===== src/rtl/glue_pkg.sv =====
// Shared constants and types for the card-bus select glue.
// Assumes a 16-bit flat address space with exactly three chip selects.
package glue_pkg;
    localparam int NUM_CS  = 3;   // chip-select count
    localparam int FIELD_W = 5;   // compared address bits per window
    localparam int ADDR_HI = 15;  // top address bit
    localparam int ADDR_LO = 3;   // lowest address bit the glue looks at

    // Per-select access qualifier (2-bit field per select)
    typedef enum logic [1:0] {
        QUAL_ANY   = 2'd0,
        QUAL_READ  = 2'd1,
        QUAL_WRITE = 2'd2,
        QUAL_FETCH = 2'd3
    } qual_e;

    // Captured bus state, active-high internally
    typedef struct packed {
        logic [ADDR_HI:ADDR_LO] addr;
        logic                   rw;
        logic                   valid;
        logic                   fetch;
    } bus_cap_t;
endpackage


===== src/rtl/glue_capture.sv =====
// Input capture stage: registers the processor bus lines on the rising
// clock edge. Assumes inputs are stable around the edge. Reset is
// synchronous, active low, and loads an idle (invalid) cycle.
module glue_capture
    import glue_pkg::*;
(
    input  logic                   clk,
    input  logic                   rst_n,
    input  logic [ADDR_HI:ADDR_LO] addr_in,
    input  logic                   rw_in,
    input  logic                   valid_in,
    input  logic                   fetch_n_in,
    output bus_cap_t               cap
);
    // Capture bus lines, idle cycle on reset
    always_ff @(posedge clk) begin
        if (!rst_n) begin
            cap.addr  <= '0;
            cap.rw    <= 1'b1;
            cap.valid <= 1'b0;
            cap.fetch <= 1'b0;
        end else begin
            cap.addr  <= addr_in;
            cap.rw    <= rw_in;
            cap.valid <= valid_in;
            cap.fetch <= ~fetch_n_in;
        end
    end
endmodule


===== src/rtl/glue_space_split.sv =====
// Splits a flat-space access into emulated memory and I/O requests and
// derives read and write strobes from the read/write line and the
// clock-phase-valid line. Assumes IO_PAGE names address bits 15..8.
module glue_space_split
    import glue_pkg::*;
#(
    parameter logic [7:0] IO_PAGE = 8'hFE
) (
    input  bus_cap_t cap,
    output logic     mem_req,
    output logic     io_req,
    output logic     rd,
    output logic     wr
);
    logic in_page;

    // Request and strobe generation
    always_comb begin
        in_page = (cap.addr[ADDR_HI:8] == IO_PAGE);
        io_req  = cap.valid &&  in_page;
        mem_req = cap.valid && !in_page;
        rd      = cap.valid &&  cap.rw;
        wr      = cap.valid && !cap.rw;
    end
endmodule


===== src/rtl/glue_window.sv =====
// One decode window: masked compare of a 5-bit address field against a
// base, gated by the request of its space and an access qualifier.
// Assumes the caller passes the field and request of the chosen space.
module glue_window
    import glue_pkg::*;
#(
    parameter logic [FIELD_W-1:0] BASE   = '0,
    parameter logic [FIELD_W-1:0] MASK   = '1,
    parameter logic [1:0]         QUAL   = 2'd0,
    parameter bit                 LEGACY = 1'b0
) (
    input  logic [FIELD_W-1:0] field,
    input  logic               space_req,
    input  logic               rd,
    input  logic               wr,
    input  logic               fetch,
    output logic               hit
);
    logic addr_ok;
    logic qual_ok;

    // Address compare and qualifier gating
    always_comb begin
        addr_ok = (((field ^ BASE) & MASK) == '0);
        unique case (qual_e'(QUAL))
            QUAL_READ:  qual_ok = rd;
            QUAL_WRITE: qual_ok = wr;
            QUAL_FETCH: qual_ok = rd && fetch;
            default:    qual_ok = 1'b1;
        endcase
        if (LEGACY) qual_ok = 1'b1;
        hit = space_req && addr_ok && qual_ok;
    end
endmodule


===== src/rtl/glue_priority.sv =====
// Fixed-priority resolver: the lowest-indexed hit wins, the others are
// suppressed. Output is a one-hot-or-zero grant vector.
module glue_priority
    import glue_pkg::*;
(
    input  logic [NUM_CS-1:0] hits,
    output logic [NUM_CS-1:0] grant
);
    // Lowest index wins
    always_comb begin
        grant = '0;
        for (int i = NUM_CS - 1; i >= 0; i--) begin
            if (hits[i]) grant = NUM_CS'(1) << i;
        end
    end
endmodule


===== src/rtl/cardbus_select_glue.sv =====
// Top of the card-bus select glue. Captures the processor bus, emulates
// separate memory and I/O requests, and drives three active-low chip
// selects from per-select windows fixed at elaboration.
// Assumes a single flat 64K processor space; IO_PAGE is the I/O page.
// Per-select parameters are packed, select i in slice i.
module cardbus_select_glue
    import glue_pkg::*;
#(
    parameter logic [7:0]                IO_PAGE  = 8'hFE,
    parameter logic [NUM_CS-1:0]         CS_SPACE = 3'b100,   // 1 = I/O window
    parameter logic [NUM_CS*FIELD_W-1:0] CS_BASE  = {5'b00010, 5'b00110, 5'b00100},
    parameter logic [NUM_CS*FIELD_W-1:0] CS_MASK  = {5'b11111, 5'b11110, 5'b11110},
    parameter logic [NUM_CS*2-1:0]       CS_QUAL  = {2'd0, 2'd2, 2'd1},
    parameter bit                        LEGACY   = 1'b0
) (
    input  logic                   clk,
    input  logic                   rst_n,
    input  logic [ADDR_HI:ADDR_LO] cpu_addr,
    input  logic                   cpu_rw,
    input  logic                   cpu_phase_valid,
    input  logic                   cpu_fetch_n,
    output logic                   mem_req_n,
    output logic                   io_req_n,
    output logic                   rd_n,
    output logic                   wr_n,
    output logic [NUM_CS-1:0]      cs_n
);
    bus_cap_t            cap;
    logic                mem_req, io_req, rd, wr;
    logic [FIELD_W-1:0]  mem_field, io_field;
    logic [NUM_CS-1:0]   hits, grant;

    glue_capture u_capture (
        .clk        (clk),
        .rst_n      (rst_n),
        .addr_in    (cpu_addr),
        .rw_in      (cpu_rw),
        .valid_in   (cpu_phase_valid),
        .fetch_n_in (cpu_fetch_n),
        .cap        (cap)
    );

    glue_space_split #(.IO_PAGE(IO_PAGE)) u_split (
        .cap     (cap),
        .mem_req (mem_req),
        .io_req  (io_req),
        .rd      (rd),
        .wr      (wr)
    );

    // Address fields of the two spaces
    always_comb begin
        mem_field = cap.addr[ADDR_HI -: FIELD_W];
        io_field  = cap.addr[7:ADDR_LO];
    end

    for (genvar i = 0; i < NUM_CS; i++) begin : g_win
        if (CS_SPACE[i]) begin : g_io
            glue_window #(
                .BASE   (CS_BASE[i*FIELD_W +: FIELD_W]),
                .MASK   (CS_MASK[i*FIELD_W +: FIELD_W]),
                .QUAL   (CS_QUAL[i*2 +: 2]),
                .LEGACY (LEGACY)
            ) u_win (
                .field     (io_field),
                .space_req (io_req),
                .rd        (rd),
                .wr        (wr),
                .fetch     (cap.fetch),
                .hit       (hits[i])
            );
        end else begin : g_mem
            glue_window #(
                .BASE   (CS_BASE[i*FIELD_W +: FIELD_W]),
                .MASK   (CS_MASK[i*FIELD_W +: FIELD_W]),
                .QUAL   (CS_QUAL[i*2 +: 2]),
                .LEGACY (LEGACY)
            ) u_win (
                .field     (mem_field),
                .space_req (mem_req),
                .rd        (rd),
                .wr        (wr),
                .fetch     (cap.fetch),
                .hit       (hits[i])
            );
        end
    end

    glue_priority u_prio (
        .hits  (hits),
        .grant (grant)
    );

    // Active-low output drive
    always_comb begin
        mem_req_n = ~mem_req;
        io_req_n  = ~io_req;
        rd_n      = ~rd;
        wr_n      = ~wr;
        cs_n      = ~grant;
    end
endmodule


===== config.mk =====
export PLATFORM = sky130hd
export DESIGN_NAME = cardbus_select_glue
export DESIGN_NICKNAME = d
export VERILOG_FILES = /design/src/rtl/glue_pkg.sv /design/src/rtl/glue_capture.sv /design/src/rtl/glue_space_split.sv /design/src/rtl/glue_window.sv /design/src/rtl/glue_priority.sv /design/src/rtl/cardbus_select_glue.sv
export SDC_FILE = /design/constraint.sdc
export NUM_CORES = 1
export LEC_CHECK = 0
export CORE_AREA = 3 3 40 42
export DETAILED_ROUTE_END_ITERATION = 8
export DIE_AREA = 0 0 43 45
export DONT_BUFFER_PORTS = 1
export SETUP_SLACK_MARGIN = 0.05
export SLEW_MARGIN = 20
export SYNTH_ARGS = -nofsm -noshare
export SYNTH_HDL_FRONTEND = slang
export SYNTH_SLANG_ARGS = --single-unit

===== constraint.sdc =====
create_clock -name clk -period 1.7 [get_ports clk]
set_input_delay 0.255 -clock clk [delete_from_list [all_inputs] [get_ports clk]]
set_output_delay 0.255 -clock clk [all_outputs]
set_load 0.05 [all_outputs]

==> impl_results.md, run 1 <==
- Status: completed
- Core area: 1280 µm²
- Netlist Area Pre-Place: 495 µm²
- Distinct cells, synth: 15
- Max Clk Rate: 0.632 GHz
- Synthesis-stage register bit count: 15
- Placement Rows: 13
- Family with the most delay on the worst path: simple AND/OR/NAND/NOR gates
- Number of diodes: 0
- WP buf/inv: 1
- Max IR drop VDD: 0.517 mV
- Drt drc: 0
- Mapped Nets: 61
- Number of setup violations in the final report: 0
- Count of input and output buffers: 0
- Hold Crit Class: in2reg
- CTS Buffer Depth: 2
- Final wirelength: 852 µm
- Tot GR Track Use: 9.57%
- Initial Util: 38.6%
- Synth top area share: 60.6%
- Power Dens Cells: 1060 nW/µm²
- I/O pins: 25
- Initial antenna violation count: 0
- Setup_tns: 0 ns
- Die width: 43 µm
- CTS buffer count: 3
- Synth top area cells: dfxtp_1, and2_1, nor3b_1
- Mapped Avg Cell Area: 11.5 µm²
- Pleak: 0.228 nW
- Vias per cell: 4.92
- Starting DRC count in detailed routing: 2
- RSZ-0062 raised after global routing: true
- Max reg flops: 15
- Cells after Synth: 43
- Primary FF master, synth: dfxtp_1
- Fin. max-slew vios: 0
- Clock root cell: clkbuf_4
- Number of flops mapped to enable cells by yosys: 0
- Die Height: 45 µm
- Routability cong.: 0.715
- Max incr delay on CP: 0.37 ns
- Die ar.: 1940 µm²
- Final worst path period share: 93.1%
- H-tree levels: 1
- Sequential area share after synthesis: 60.6%
- Critical path peak fanout: 2
- Warning count from the yosys run: 0
- Buffer count from post-CTS setup fixing: 0
- Largest reg by FF count: u_capture.cap
- Synth-to-layout area growth: 15.7%
- Crit Path Category: reg2out
- Post-placement cell count: 61
- Final net count: 69
- Worst endpoint data arrival time: 1.33 ns
- Routed WL per cell: 13.1 µm
- Slew margin rel.: 64.1%
- Top cell type by total area after synthesis: dfxtp_1
- Slew @ Worst Pin: 0.538 ns
- CTS sink count: 15
- Critical hold path startpoint: rst_n
- Initial DRT Pass Iterations: 2
- Global route overflow: 0
- Vias in the first global route: 337
- Post-synthesis async set-or-reset flop share: 0%
- Period minus WS final: 1.58 ns
- Required time worst endpoint: 1.44 ns
- Detail Placement HPWL: 720 µm
- Worst-path cell chain: nor3b_2, or3b_1, buf_6
- CP Capture Type: primary output
- CP max-delay cell: or3b_1
- Vias: 320
- Hold depth: 1
- Reg clk slew, reported paths: 0.08 ns
- Top cells by count, synth: dfxtp_1, and2_1, nor3b_1
- Global-route wire length before repair: 1330 µm
- Hold worst-path end: u_capture.cap[2]
- Hold WS: 0.0539 ns
- Crit path launch type: flip-flop
- Pin count of the biggest net entering global routing: 16
- Biggest regs: u_capture.cap (15)
- Hold Violations, Final: 0
- Most frequent cell after synthesis: dfxtp_1
- Fraction of layout cells with a size suffix above 1: 24.0%
- Post-Layout Cell Count: 65
- Routed Antenna Nets: 0
- CTS tree: done
- Max cap viols: 0
kinds of logic after synthesis:
kind of cell / synth area share (%)
AOI/OAI and AO/OA: 2.02
DFF: 60.6
and+or+nand+nor: 36.6
buffers and inverters: 0.757
layout by cell type, fill, tap and decap left out, drive strengths merged:
cell / Yosys / final
dfxtp: 15 / 15
and2: 14 / 14
buf: 0 / 4
clkbuf: 1 / 3
nor3b: 3 / 3
and4b: 1 / 1
and4: 1 / 1
a21bo: 1 / 1
or2b: 1 / 1
nand2: 1 / 1
or3b: 1 / 1
nand4b: 1 / 1
nand3: 1 / 1
nand4: 1 / 1
nand2b: 1 / 1
clkinv: 0 / 1
repair_timing:
action | 4_1_cts | 5_1_grt
setup endpoints to repair | 0 | 1
gates resized for setup | 0 | 2
hold buffers | 0 | 0
stage by stage:
| step | util [%] | setup slack [ns] | instance area (µm²) | power [mW] |
|---|---|---|---|---|
| after CTS | 44.2 | 0.0945 | 568 | 0.613 |
| after detailed placement | 42.1 | 0.404 | 541 | 0.424 |
| after floorplan | - | 0.101 | 495 | 0.417 |
| after global placement | 42.1 | 0.428 | 541 | 0.421 |
| final | 44.6 | 0.117 | 573 | 0.607 |
| after global routing | 44.6 | 0.0440 | 573 | 0.637 |
worst max-delay path by stage:
| stage | from | end | slack (ns) | cells after the start |
|---|---|---|---|---|
| 2_1_floorplan | u_capture.cap[1] | cs_n[0] | 0.10 | 2 |
| 3_3_place_gp | u_capture.cap[15] | cs_n[0] | 0.43 | 3 |
| 3_5_place_dp | u_capture.cap[13] | cs_n[0] | 0.40 | 3 |
| 4_1_cts | u_capture.cap[13] | cs_n[0] | 0.09 | 3 |
| 5_1_grt | u_capture.cap[14] | cs_n[0] | 0.04 | 3 |
| 6_report | u_capture.cap[13] | cs_n[0] | 0.12 | 3 |
report_power, final:
group          internal, mW  total (mW)  switching, mW
clock                0.0871       0.192          0.105
sequential            0.370       0.379        0.00833
combinational        0.0170      0.0363         0.0194
metal layers:
layer,wire length [µm],vias to the layer above,global-route usage (%),share of wire (%)
li1,-,157,-,-
met1,302,149,8.89,35
met2,468,14,18.0,55
met3,81,0,3.59,9.5
met4,0,0,5.42,0
met5,0,-,0,0
area by class of cell:
type | count | area (µm²)
clock buffers | 3 | 22.5
flip-flops and latches | 15 | 302
clock inverters | 1 | 5.00
fillers | 132 | 712
well taps | 15 | 18.8
multi-input cells | 27 | 191
repair buffers | 4 | 33.8
Note: power is estimated with default switching activity, not from simulation.
==> inputs of run 2 (changes only) <==
--- a/config.mk
+++ b/config.mk
@@ -9,6 +9,7 @@
 export DETAILED_ROUTE_END_ITERATION = 8
 export DIE_AREA = 0 0 43 45
 export DONT_BUFFER_PORTS = 1
+export REMOVE_ABC_BUFFERS = 1
 export SETUP_SLACK_MARGIN = 0.05
 export SLEW_MARGIN = 20
 export SYNTH_ARGS = -nofsm -noshare
==> run 2 against run 1 <==
Global-route usage down 0.50 points; final area down 1.1%; first-iteration DRC count unchanged; wire length down 3.9%; combinational power about the same; final cell count unchanged; total power down 1.0%; hold slack better by 0.019 ns; sequential power about the same; maximum frequency down 0.27%; count of clock-buffer cells in the layout up 1; critical path type unchanged; largest cell class unchanged.
==> impl_results.md, run 2 (synthesized netlist as in run 1, its figures left out) <==
- Initial DRT Pass Iterations: 2
- Metal1 wirelength: 271 µm
- Max Clk Rate: 0.630 GHz
- Die Height: 45 µm
- Fin. max-slew vios: 0
- Core area: 1280 µm²
- Max reg flops: 15
- Max cap viols: 0
- Slew margin rel.: 64.1%
- Multi-input logic area: 191 µm²
- Setup_tns: 0 ns
- Hold Violations, Final: 0
- Required time worst endpoint: 1.44 ns
- Buffer count from post-CTS setup fixing: 0
- Tot GR Track Use: 9.07%
- Most frequent cells in the layout: dfxtp_1, and2_1, buf_4
- Final net count: 69
- Crit Path Category: reg2out
- Routed Antenna Nets: 0
- Power Dens Cells: 1060 nW/µm²
- Worst-path cell chain: nor3b_2, or3b_1, buf_4
- Most common cell after layout, fill and taps aside: dfxtp_1
- Initial antenna violation count: 0
- CTS resizes: 0
- Fraction of layout cells with a size suffix above 1: 20.0%
- CP Capture Type: primary output
- Number of setup violations in the final report: 0
- Vias per cell: 4.95
- Vias: 322
- Clock root cell: clkbuf_4
- Synth-to-layout area growth: 14.4%
- CTS sink count: 15
- Top routing layer used: met4
- Starting DRC count in detailed routing: 2
- Met2 wire len: 452 µm
- Pre-CTS setup slack: 0.397 ns
- Global-route wire length before repair: 1260 µm
- RSZ-0062 raised after global routing: false
- Routed WL per cell: 12.6 µm
- Crit path launch type: flip-flop
- Final worst path period share: 93.4%
- Met3 wire length: 83 µm
- Biggest regs: u_capture.cap (15)
- H-tree levels: 1
- Period minus WS final: 1.59 ns
- Final wirelength: 819 µm
- Worst endpoint data arrival time: 1.33 ns
- Die width: 43 µm
- CTS tree: done
- Routability cong.: 0.591
- Placement Rows: 13
- Setup ws final: 0.112 ns
- Reg area: 300 µm²
- Max incr delay on CP: 0.36 ns
- Detail Placement HPWL: 692 µm
- Number of diodes: 0
- Vias in the first global route: 304
- Largest reg by FF count: u_capture.cap
- Post-placement cell count: 61
- Die ar.: 1940 µm²
- Pin count of the biggest net entering global routing: 16
- Cell Area, Placed: 541 µm²
- Status: completed
- Drt drc: 0
- Pleak: 0.224 nW
- Non-Filler Cell Area, Final: 567 µm²
- Count of input and output buffers: 0
- CTS buffer count: 3
- Slew @ Worst Pin: 0.536 ns
- Hold Crit Class: in2reg
- Critical path peak fanout: 2
- CP max-delay cell: or3b_1
- Global route overflow: 0
- FILL cells: 131
- Reg clk slew, reported paths: 0.08 ns
- Post-Layout Cell Count: 65
- CTS Buffer Depth: 2
- I/O pins: 25
- Max IR drop VDD: 0.504 mV
- Initial Util: 38.6%
- Hold Buf Count CTS: 0
run 2: cell count changes in the layout (fill, tap and decap cells not counted), sizes merged:
cell and delta:
clkbuf +1, clkinv -1
run 2: power breakdown:
part	switching (mW)	internal, mW	leakage, nW	total (mW)
clock	0.0954	0.0907	0.0150	0.186
combinational	0.0197	0.0168	0.0836	0.0365
sequential	0.00803	0.370	0.125	0.378
total	0.123	0.478	0.224	0.601
run 2: final cells by class:
cell class	instances	area share, %
clock buffer	4	4.64
tap	15	3.31
timing repair buffer	4	5.30
sequential	15	53.0
multi-input combinational	27	33.8
run 2: worst max-delay path, delay by kind of cell (launching register included):
family	cells	cell delay, ns
buf+inv	1	0.20
simple gates	2	0.55
flops	1	0.32
run 2: per-stage QoR:
| stage | utilization (%) | power [mW] | hold slack, ns |
|---|---|---|---|
| after floorplan | - | 0.415 | 0.328 |
| after global placement | 42.1 | 0.420 | 0.333 |
| after detailed placement | 42.1 | 0.424 | 0.334 |
| after CTS | 44.1 | 0.606 | 0.0673 |
| after global routing | 44.1 | 0.631 | 0.0711 |
| final | 44.1 | 0.601 | 0.0725 |
run 2: worst paths after layout:
kind	from	to	slack [ns]	cells after the start
hold / removal	rst_n	u_capture.cap[2]	0.07	1
setup / recovery	u_capture.cap[15]	cs_n[0]	0.11	3
run 2: metal layers:
metal / vias to the layer above / track usage [%]
met4: 0 / 5.42
met1: 148 / 8.89
li1: 156 / -
met2: 16 / 16.2
met3: 2 / 3.59
met5: - / 0
==> inputs of run 3 (changes only) <==
==> constraint.sdc (replaced) <==
create_clock -name clk -period 1.42 [get_ports clk]
set_input_delay 0.213 -clock clk [delete_from_list [all_inputs] [get_ports clk]]
set_output_delay 0.213 -clock clk [all_outputs]
set_load 0.05 [all_outputs]
==> run 3 against run 2 <==
The flow now finishes with violations (setup timing); critical path depth unchanged; largest power group unchanged; hold slack got worse by 0.040 ns; final area rose by 13%; combinational power increased by 60%; non-clock buffer count rose by 6; total power rose by 24%; final cell count is 9.2% higher; utilization is 5.8 points higher; sequential share of layout area down 5.8 points; first-iteration DRC count grew 50%; critical path type unchanged; global-route usage grew 1.4 points.
==> impl_results.md, run 3 (synthesized netlist as in run 1, its figures left out) <==
- Status: complete, but fails checks
- Failing checks: setup timing
- Final net count: 75
- Power Dens Cells: 1160 nW/µm²
- CTS tree: done
- Max reg flops: 15
- Count of input and output buffers: 0
- Vias per cell: 4.82
- Placement Rows: 13
- Crit path launch type: flip-flop
- Routed Antenna Nets: 0
- Initial antenna violation count: 0
- Most common cell after layout, fill and taps aside: and2_1
- Max cap viols: 0
- Family with the most delay on the worst path: simple AND/OR/NAND/NOR gates
- Worst endpoint data arrival time: 1.36 ns
- Initial Util: 38.6%
- Max IR drop VDD: 0.511 mV
- Most frequent cells in the layout: and2_1, dfxtp_1, buf_4
- Non-Filler Cell Area, Final: 642 µm²
- Vias in the first global route: 357
- CP Capture Type: primary output
- Slew margin rel.: 88.4%
- Biggest regs: u_capture.cap (15)
- Reg clk slew, reported paths: 0.08 ns
- Global route overflow: 0
- Fraction of layout cells with a size suffix above 1: 32.1%
- Routability cong.: 0.585
- CTS sink count: 15
- FILL cells: 118
- Hold Crit Class: in2reg
- Global-route wire length before repair: 1440 µm
- Clock root cell: clkbuf_4
- RSZ-0062 raised after global routing: true
- Die ar.: 1940 µm²
- WP buf/inv: 1
- Total Power Consumption: 0.746 mW
- Number of setup violations in the final report: 5
- Fin. max-slew vios: 0
- CTS Buffer Depth: 2
- Worst-path cell chain: nor3b_2, or3b_1, buf_6
- Largest reg by FF count: u_capture.cap
- Slew @ Worst Pin: 0.175 ns
- Routed WL per cell: 13.1 µm
- Crit Path Category: reg2out
- Vias: 342
- Setup ws final: -0.149 ns
- H-tree levels: 1
- Critical path peak fanout: 2
- CTS buffer count: 3
- Cell Area, Placed: 556 µm²
- Post-placement cell count: 63
- Initial DRT Pass Iterations: 3
- Max incr delay on CP: 0.38 ns
- Die Height: 45 µm
- Final worst path period share: 110%
- Pin count of the biggest net entering global routing: 16
- Starting DRC count in detailed routing: 3
- Period minus WS final: 1.57 ns
- Number of diodes: 0
- Final wirelength: 928 µm
- CP max-delay cell: or3b_1
- Synth-to-layout area growth: 29.5%
- Setup_tns: -0.253 ns
- Pleak: 0.264 nW
- Die width: 43 µm
- I/O pins: 25
- Core area: 1280 µm²
- Required time worst endpoint: 1.21 ns
- Hold Violations, Final: 0
- Drt drc: 0
- Tot GR Track Use: 10.5%
- Max Clk Rate: 0.637 GHz
- Post-Layout Cell Count: 71
## run 3: changes by cell type in the layout (fill, tap and decap cells not counted)
cell	previous run	this run
a21bo_2	1	0
a21bo_4	0	1
buf_4	4	5
buf_6	0	4
dfxtp_1	15	13
dfxtp_2	0	2
dlygate4sd3_1	0	1
or2b_1	1	0
or2b_4	0	1
## run 3: cell type report
cell class	instances	area, µm²	share of cell area [%]
Multi-Input combinational cell	27	201	31.4
Timing Repair Buffer	10	92.6	14.4
Clock buffer	4	26.3	4.09
Sequential cell	15	303	47.2
Tap cell	15	18.8	2.92
## run 3: where the power goes
part / switching [mW] / internal (mW)
clock network: 0.126 / 0.109
registers: 0.00890 / 0.444
logic: 0.0272 / 0.0312
total: 0.162 / 0.584
## run 3: metal layers
layer	vias to the layer above	GRT usage (%)	part of all wire (%)
li1	170	-	-
met1	152	11.6	37
met2	17	17.4	52
met3	3	3.19	8.0
met4	0	7.23	3.1
met5	-	0	0
## run 3: path summary, 6_finish.rpt
check | slack [ns] | from | endpoint | cells after the start
max | -0.15 | u_capture.cap[13] | cs_n[0] | 3
min | 0.03 | cpu_rw | u_capture.cap[2] | 1
## run 3: what timing repair did
action	in CTS	in global routing
buffers inserted	3	2
endpoints found under the setup margin	5	5
endpoints found under the hold margin	1	0
hold buffers	1	0
pin swaps	2	1
resized for setup	9	1
## run 3: per-stage QoR
stage / setup WS, ns / utilization, % / hold WS (ns)
2_1_floorplan: -0.137 / - / 0.286
3_3_place_gp: 0.184 / 43.2 / 0.290
3_5_place_dp: 0.158 / 43.2 / 0.292
4_1_cts: -0.134 / 50.1 / 0.0268
5_1_grt: -0.186 / 50.0 / 0.0372
6_report: -0.149 / 50.0 / 0.0328
